$ cat config.mk
export PLATFORM = sky130hd
export DESIGN_NAME = temporal_iir_filter
export DESIGN_NICKNAME = d
export VERILOG_FILES = /design/src/rtl/tiir_pkg.sv /design/src/rtl/tiir_mulrz.sv /design/src/rtl/tiir_arith.sv /design/src/rtl/temporal_iir_filter.sv
export SDC_FILE = /design/constraint.sdc
export NUM_CORES = 2
export LEC_CHECK = 0
export BUFFER_PORTS_ARGS = -buffer_cell sky130_fd_sc_hd__buf_2
export CORE_UTILIZATION = 45
export CTS_BUF_LIST = sky130_fd_sc_hd__clkbuf_16
export CTS_CLUSTER_DIAMETER = 30
export DETAILED_ROUTE_END_ITERATION = 10
export PLACE_DENSITY = 0.71
export SLEW_MARGIN = 20
export SYNTH_ARGS = -nofsm -noshare
export SYNTH_HDL_FRONTEND = slang
export SYNTH_SLANG_ARGS = --single-unit
$ cat constraint.sdc
create_clock -name clk -period 83.9 [get_ports clk]
set_input_delay 4.195 -clock clk [delete_from_list [all_inputs] [get_ports clk]]
set_output_delay 4.195 -clock clk [all_outputs]
set_load 0.01 [all_outputs]
$ cat src/rtl/tiir_pkg.sv
package tiir_pkg;
    // Fixed-point coefficients for time constant 2, 12 fractional bits
    localparam int DEF_FRAC   = 12;
    localparam int DEF_CQ     = 819;    // q      =  0.2
    localparam int DEF_CR     = -2458;  // r      = -0.6
    localparam int DEF_CQ2    = 164;    // q^2    =  0.04
    localparam int DEF_C2Q2   = 328;    // 2q^2   =  0.08
    localparam int DEF_C2R    = -4915;  // 2r     = -1.2
    localparam int DEF_CR2    = 1475;   // r^2    =  0.36
    localparam int DEF_CINVT  = 2048;   // 1/tau  =  0.5
endpackage

$ cat src/rtl/tiir_mulrz.sv
module tiir_mulrz #(
    parameter int A_W = 16,
    parameter int C_W = 16,
    parameter int F_W = 12,
    parameter int O_W = 16
) (
    input  logic signed [A_W-1:0] a,
    input  logic signed [C_W-1:0] c,
    output logic signed [O_W-1:0] p
);
    localparam int P_W = A_W + C_W;

    logic signed [P_W-1:0] full;
    logic signed [P_W-1:0] bias;
    logic signed [P_W-1:0] sum;

    always_comb begin
        full = P_W'(a) * P_W'(c);
        bias = '0;
        // negative products get a bias so the shift rounds toward zero
        if (full[P_W-1]) bias[F_W-1:0] = '1;
        sum = full + bias;
        p   = O_W'(sum >>> F_W);
    end
endmodule

$ cat src/rtl/tiir_arith.sv
module tiir_arith #(
    parameter int DATA_W = 16,
    parameter int COEF_W = 16,
    parameter int FRAC_W = 12,
    parameter int CQ     = 819,
    parameter int CR     = -2458,
    parameter int CQ2    = 164,
    parameter int C2Q2   = 328,
    parameter int C2R    = -4915,
    parameter int CR2    = 1475,
    parameter int CINVT  = 2048
) (
    input  logic signed [DATA_W-1:0] pix,
    input  logic signed [DATA_W-1:0] w1,
    input  logic signed [DATA_W-1:0] w2,
    input  logic signed [DATA_W-1:0] y1,
    output logic signed [DATA_W-1:0] w,
    output logic signed [DATA_W-1:0] rr,
    output logic signed [DATA_W-1:0] y,
    output logic signed [DATA_W-1:0] sm,
    output logic signed [DATA_W-1:0] de
);
    localparam int NPROD = 8;
    localparam logic signed [COEF_W-1:0] K_C2R   = COEF_W'(C2R);
    localparam logic signed [COEF_W-1:0] K_CR2   = COEF_W'(CR2);
    localparam logic signed [COEF_W-1:0] K_CQ2   = COEF_W'(CQ2);
    localparam logic signed [COEF_W-1:0] K_C2Q2  = COEF_W'(C2Q2);
    localparam logic signed [COEF_W-1:0] K_CR    = COEF_W'(CR);
    localparam logic signed [COEF_W-1:0] K_CQ    = COEF_W'(CQ);
    localparam logic signed [COEF_W-1:0] K_CINVT = COEF_W'(CINVT);

    logic signed [DATA_W-1:0] op_a [NPROD];
    logic signed [COEF_W-1:0] op_c [NPROD];
    logic signed [DATA_W-1:0] prod [NPROD];
    logic signed [DATA_W:0]   diff;
    logic signed [DATA_W-1:0] dprod;

    always_comb begin
        op_a[0] = w1;  op_c[0] = K_C2R;
        op_a[1] = w2;  op_c[1] = K_CR2;
        op_a[2] = w;   op_c[2] = K_CQ2;
        op_a[3] = w1;  op_c[3] = K_C2Q2;
        op_a[4] = w2;  op_c[4] = K_CQ2;
        op_a[5] = y1;  op_c[5] = K_CR;
        op_a[6] = y;   op_c[6] = K_CQ;
        op_a[7] = y1;  op_c[7] = K_CQ;
    end

    for (genvar i = 0; i < NPROD; i++) begin : g_prod
        tiir_mulrz #(.A_W(DATA_W), .C_W(COEF_W), .F_W(FRAC_W), .O_W(DATA_W)) u_mul (
            .a(op_a[i]), .c(op_c[i]), .p(prod[i])
        );
    end

    tiir_mulrz #(.A_W(DATA_W+1), .C_W(COEF_W), .F_W(FRAC_W), .O_W(DATA_W)) u_mul_der (
        .a(diff), .c(K_CINVT), .p(dprod)
    );

    always_comb begin
        w    = pix - prod[0] - prod[1];
        rr   = prod[2] + prod[3] + prod[4];
        y    = rr - prod[5];
        sm   = prod[6] + prod[7];
        diff = {rr[DATA_W-1], rr} - {sm[DATA_W-1], sm};
        de   = dprod;
    end
endmodule

$ cat src/rtl/temporal_iir_filter.sv
module temporal_iir_filter
    import tiir_pkg::*;
#(
    parameter int ADDR_W = 6,
    parameter int PIX_W  = 12,
    parameter int DATA_W = 16,
    parameter int COEF_W = 16,
    parameter int FRAC_W = DEF_FRAC,
    parameter int CQ     = DEF_CQ,
    parameter int CR     = DEF_CR,
    parameter int CQ2    = DEF_CQ2,
    parameter int C2Q2   = DEF_C2Q2,
    parameter int C2R    = DEF_C2R,
    parameter int CR2    = DEF_CR2,
    parameter int CINVT  = DEF_CINVT
) (
    input  logic                  clk,
    input  logic                  rst_n,
    input  logic                  in_valid,
    output logic                  in_ready,
    input  logic                  in_sof,
    input  logic [ADDR_W-1:0]     in_addr,
    input  logic [PIX_W-1:0]      in_pix,
    output logic                  st_rd_en,
    output logic [ADDR_W-1:0]     st_rd_addr,
    input  logic [3*DATA_W-1:0]   st_rd_data,
    output logic                  st_wr_en,
    output logic [ADDR_W-1:0]     st_wr_addr,
    output logic [3*DATA_W-1:0]   st_wr_data,
    output logic                  out_valid,
    input  logic                  out_ready,
    output logic [DATA_W-1:0]     out_smooth,
    output logic [DATA_W-1:0]     out_deriv
);
    localparam int ST_W = 3 * DATA_W;

    typedef struct packed {
        logic                     s1_valid;
        logic                     s1_have;
        logic                     s1_zero;
        logic [ADDR_W-1:0]        s1_addr;
        logic signed [DATA_W-1:0] s1_pix;
        logic [ST_W-1:0]          s1_state;
        logic                     o_valid;
        logic signed [DATA_W-1:0] o_smooth;
        logic signed [DATA_W-1:0] o_deriv;
        logic                     seen_sof;
        logic                     first;
    } regs_t;

    localparam regs_t RST_VAL = '{first: 1'b1, default: '0};

    regs_t r_d, r_q;

    logic                     adv, accept;
    logic [ST_W-1:0]          cur_state;
    logic signed [DATA_W-1:0] y1, w1, w2;
    logic signed [DATA_W-1:0] w_n, rr_n, y_n, sm_n, de_n;

    tiir_arith #(
        .DATA_W(DATA_W), .COEF_W(COEF_W), .FRAC_W(FRAC_W),
        .CQ(CQ), .CR(CR), .CQ2(CQ2), .C2Q2(C2Q2), .C2R(C2R), .CR2(CR2), .CINVT(CINVT)
    ) u_arith (
        .pix(r_q.s1_pix), .w1(w1), .w2(w2), .y1(y1),
        .w(w_n), .rr(rr_n), .y(y_n), .sm(sm_n), .de(de_n)
    );

    always_comb begin
        r_d    = r_q;
        adv    = !r_q.o_valid || out_ready;
        accept = in_valid && adv;

        // history: held copy if the stage stalled, else fresh memory data
        cur_state = r_q.s1_have ? r_q.s1_state : st_rd_data;
        if (r_q.s1_zero) cur_state = '0;
        y1 = cur_state[3*DATA_W-1:2*DATA_W];
        w1 = cur_state[2*DATA_W-1:DATA_W];
        w2 = cur_state[DATA_W-1:0];

        if (r_q.o_valid && out_ready) r_d.o_valid = 1'b0;

        if (r_q.s1_valid) begin
            if (adv) begin
                r_d.o_valid  = 1'b1;
                r_d.o_smooth = sm_n;
                r_d.o_deriv  = de_n;
                r_d.s1_valid = 1'b0;
            end else if (!r_q.s1_have) begin
                r_d.s1_have  = 1'b1;
                r_d.s1_state = st_rd_data;
            end
        end

        if (accept) begin
            r_d.s1_valid = 1'b1;
            r_d.s1_have  = 1'b0;
            r_d.s1_zero  = r_q.first && !(in_sof && r_q.seen_sof);
            r_d.s1_addr  = in_addr;
            r_d.s1_pix   = DATA_W'(in_pix);
            if (in_sof) begin
                r_d.seen_sof = 1'b1;
                if (r_q.seen_sof) r_d.first = 1'b0;
            end
        end

        in_ready   = adv;
        st_rd_en   = accept;
        st_rd_addr = in_addr;
        st_wr_en   = r_q.s1_valid && adv;
        st_wr_addr = r_q.s1_addr;
        st_wr_data = {y_n, w_n, w1};
        out_valid  = r_q.o_valid;
        out_smooth = r_q.o_smooth;
        out_deriv  = r_q.o_deriv;
    end

    always_ff @(posedge clk) begin
        if (!rst_n) r_q <= RST_VAL;
        else        r_q <= r_d;
    end
endmodule

==> out/results.tsv <==
stage	metric	value	unit
hold_path	hold_class	flip-flop to flip-flop	
status	run_status	completed	
route	first_pass_iters	5	
yosys	synth.most_common_cell	inv_1	
route	highest_layer	met4	
floorplan	row_count	104	
floorplan	die-area	82330	um2
worst_setup_path	worstPathArrival	36490	ps
worst_setup_path	path_buf_inv	16	
global_route	grt_pass1_wl	153600	um
worst_setup_path	cpLargestDelayFamily	adder cells	
global_route	gr-total-overflow	0	
clock_tree	cts_setup_buffers	0	
timing	fmax	27.64	MHz
timing	period_share	0.4312	
yosys	synth_top_area_cell	ha_1	
clock_tree	cts_root_buf	clkbuf_16	
worst_setup_path	r2r_slack	50300	ps
global_route	grt_max_degree	67	
route	wl_per_cell	16.95	um
place	dp_hpwl	81860	um
worst_setup_path	r2r_end	out_deriv[11]	
floorplan	floorplan.initialDensity	0.4543	
clock_tree	cts_buffers	9	
worst_setup_path	cp-start-kind	primary input	
floorplan	die_w	286.9	um
route	dr_wl_met2	45310	um
clock_tree	cts_buffer_depth	2	
timing	maxSlewViolCount	0	
route	wl_met3	3737	um
worst_setup_path	crit_type	primary input to flip-flop	
worst_setup_path	r2r_cells	139	
clock_tree	htreeDepth	3	
route	drcViolationCount	0	
worst_setup_path	worstSetupStartpoint	st_rd_data[30]	
yosys	syn_area_per_cell	8.301	um2
timing	maxSlewHeadroom	0.3147	
hold_path	hold_start	r_q[49]	
timing	setup_tns	0	ps
clock_tree	clkSinkCount	104	
worst_setup_path	path_max_fanout	13	
timing	report.final.setup_viol	0	
yosys	synth_cell_types	110	
clock_tree	cts_tree	yes	
route	finalWirelength	94000	um
yosys	synth_common_cells	880 x inv_1, 700 x ha_1, 377 x fa_1	
hold_path	whs_endpoint	r_q[49]	
route	viasPerCell	5.303	
worst_setup_path	cp_common_cell	ha_1	
place	place_congestion	0.9473	
timing	rsz0062_at_grt	no	
final_layout	layout-drive-gt1-share	0.07022	
yosys	synth_cells	4401	
yosys	synth_area_leaders	ha_1 24%, fa_1 21%, inv_1 9.0%	
global_route	grt_pass1_vias	29510	
route	vias	29420	
clock_tree	ctsResizeCount	0	
worst_setup_path	required	84210	ps
hold_path	hold_depth	2	
yosys	syn_nets	5549	
timing	tightest_slew	1015	ps
yosys	synth_flop_cell	dfxtp_1	
final_layout	fin_nets	5629	
timing	finClkSkew	26.32	ps
yosys	yosysWarnings	0	
clock_tree	insertion_delay	420	ps
yosys	mappedNetlistArea	36530	um2
worst_setup_path	crit_slowest_cell	nor2_1	
route	drt_iter0_drc	1627	
yosys	synth_top_area_frac	0.2397	
clock_tree	cts_hold_buf	0	
worst_setup_path	crit_cells	139	
yosys	ys_seq_area_frac	0.05699	
yosys	synth-async-reset-ratio	0	
floorplan	die_h	286.9	um
timing	fin_crit	36180	ps
place	numPortBuffers	166	
route	wl_met1	42070	um
timing	hold_viol	0	
clock_tree	cts.clk_slew.worst_paths	90	ps
floorplan	core_area	80420	um2
global_route	grt_antenna_before_repair	2	
worst_setup_path	critPathMaxStageDelay	800	ps
global_route	grt.total_usage	0.2331	
final_layout	syn2layout_area_growth	5.507	%
yosys	synth_edf_count	0	
yosys	ys_seq_elements	104	
route	ant_nets	0	
job	drv_cap	0	
floorplan	ioPinCount	167	
worst_setup_path	reg2reg_from	r_q[106]	
worst_setup_path	setup.worst_path.end_class	flip-flop	
==> layout make-up <==
cell class	count	area [um2]
Clock buffer	9	225.2
Clock inverter	7	111.4
Multi-Input combinational cell	3297	30510
Fill cell	7789	41870
Tap cell	1060	1326
Antenna cell	1	2.502
Sequential cell	104	2087
Inverter	887	3331
Timing Repair Buffer	182	950.9
==> worst reg2reg max path, delay by kind of cell, from the launching register on <==
| kind | cells | cell delay [ps] |
|---|---|---|
| AOI/OAI and AO/OA | 54 | 10730 |
| DFF | 1 | 610 |
| adders and majority gates | 30 | 11390 |
| and+or+nand+nor | 24 | 4240 |
| muxes | 3 | 1120 |
| xor gates and xnor gates | 12 | 3220 |
| buffers and inverters | 16 | 2210 |
==> per-stage QoR <==
step           cells  area [um2]  hold slack [ps]  utilization  setup slack (ps)
2_1_floorplan   4401       36530            432.2            -             50940
3_3_place_gp    5530       38210            438.3       0.4751             48490
3_5_place_dp    5530       38210            446.1       0.4751             47550
4_1_cts         5546       38540            457.4       0.4793             47960
5_1_grt         5547       38550            471.4       0.4793             44850
6_report        5547       38550            453.1       0.4793             47720
==> cells in the final DEF, fill, tap and decap left out, types with 40 or more instances in the layout <==
cell type / synthesis / final
a21o_1: 95 / 95
a21oi_1: 281 / 281
buf_2: 2 / 166
dfxtp_1: 104 / 102
fa_1: 377 / 377
ha_1: 700 / 700
inv_1: 880 / 880
mux2i_1: 59 / 59
nand2_1: 323 / 323
nand3_1: 70 / 70
nor2_1: 200 / 199
nor2b_1: 40 / 40
nor3_1: 53 / 53
o21ai_0: 141 / 141
or2_2: 49 / 49
xnor2_1: 257 / 257
xor2_1: 134 / 134
==> logic make-up after synthesis <==
group / synth area share
XOR/XNOR: 0.09959
adder cells (fa/ha/maj): 0.4471
flip-flops: 0.05699
AND/OR/NAND/NOR: 0.1257
buffers and inverters: 0.1081
AO/OA/AOI/OAI: 0.1420
multiplexers: 0.02048
==> worst max-delay path by stage <==
stage	end
3_5_place_dp	out_deriv[11]
4_1_cts	out_deriv[11]
5_1_grt	out_deriv[11]
2_1_floorplan	out_deriv[15]
3_3_place_gp	out_deriv[11]
6_report	out_deriv[11]
==> flip-flops by register name (all words and copies together) (netlist names), named ones only <==
register / count
out_deriv: 16
out_smooth: 16
out_valid: 1
r_q: 64
st_wr_addr: 6
==> per-layer routing <==
layer  up-vias  global-route usage
li1      14630                   -
met1     14040              0.3004
met2       610              0.4100
met3       135             0.02151
met4         0             0.07035
met5         -                   0
Power is left out: the tool's default activity adds up to more than one toggle a clock period on the data nets, which glitch-free logic cannot reach.
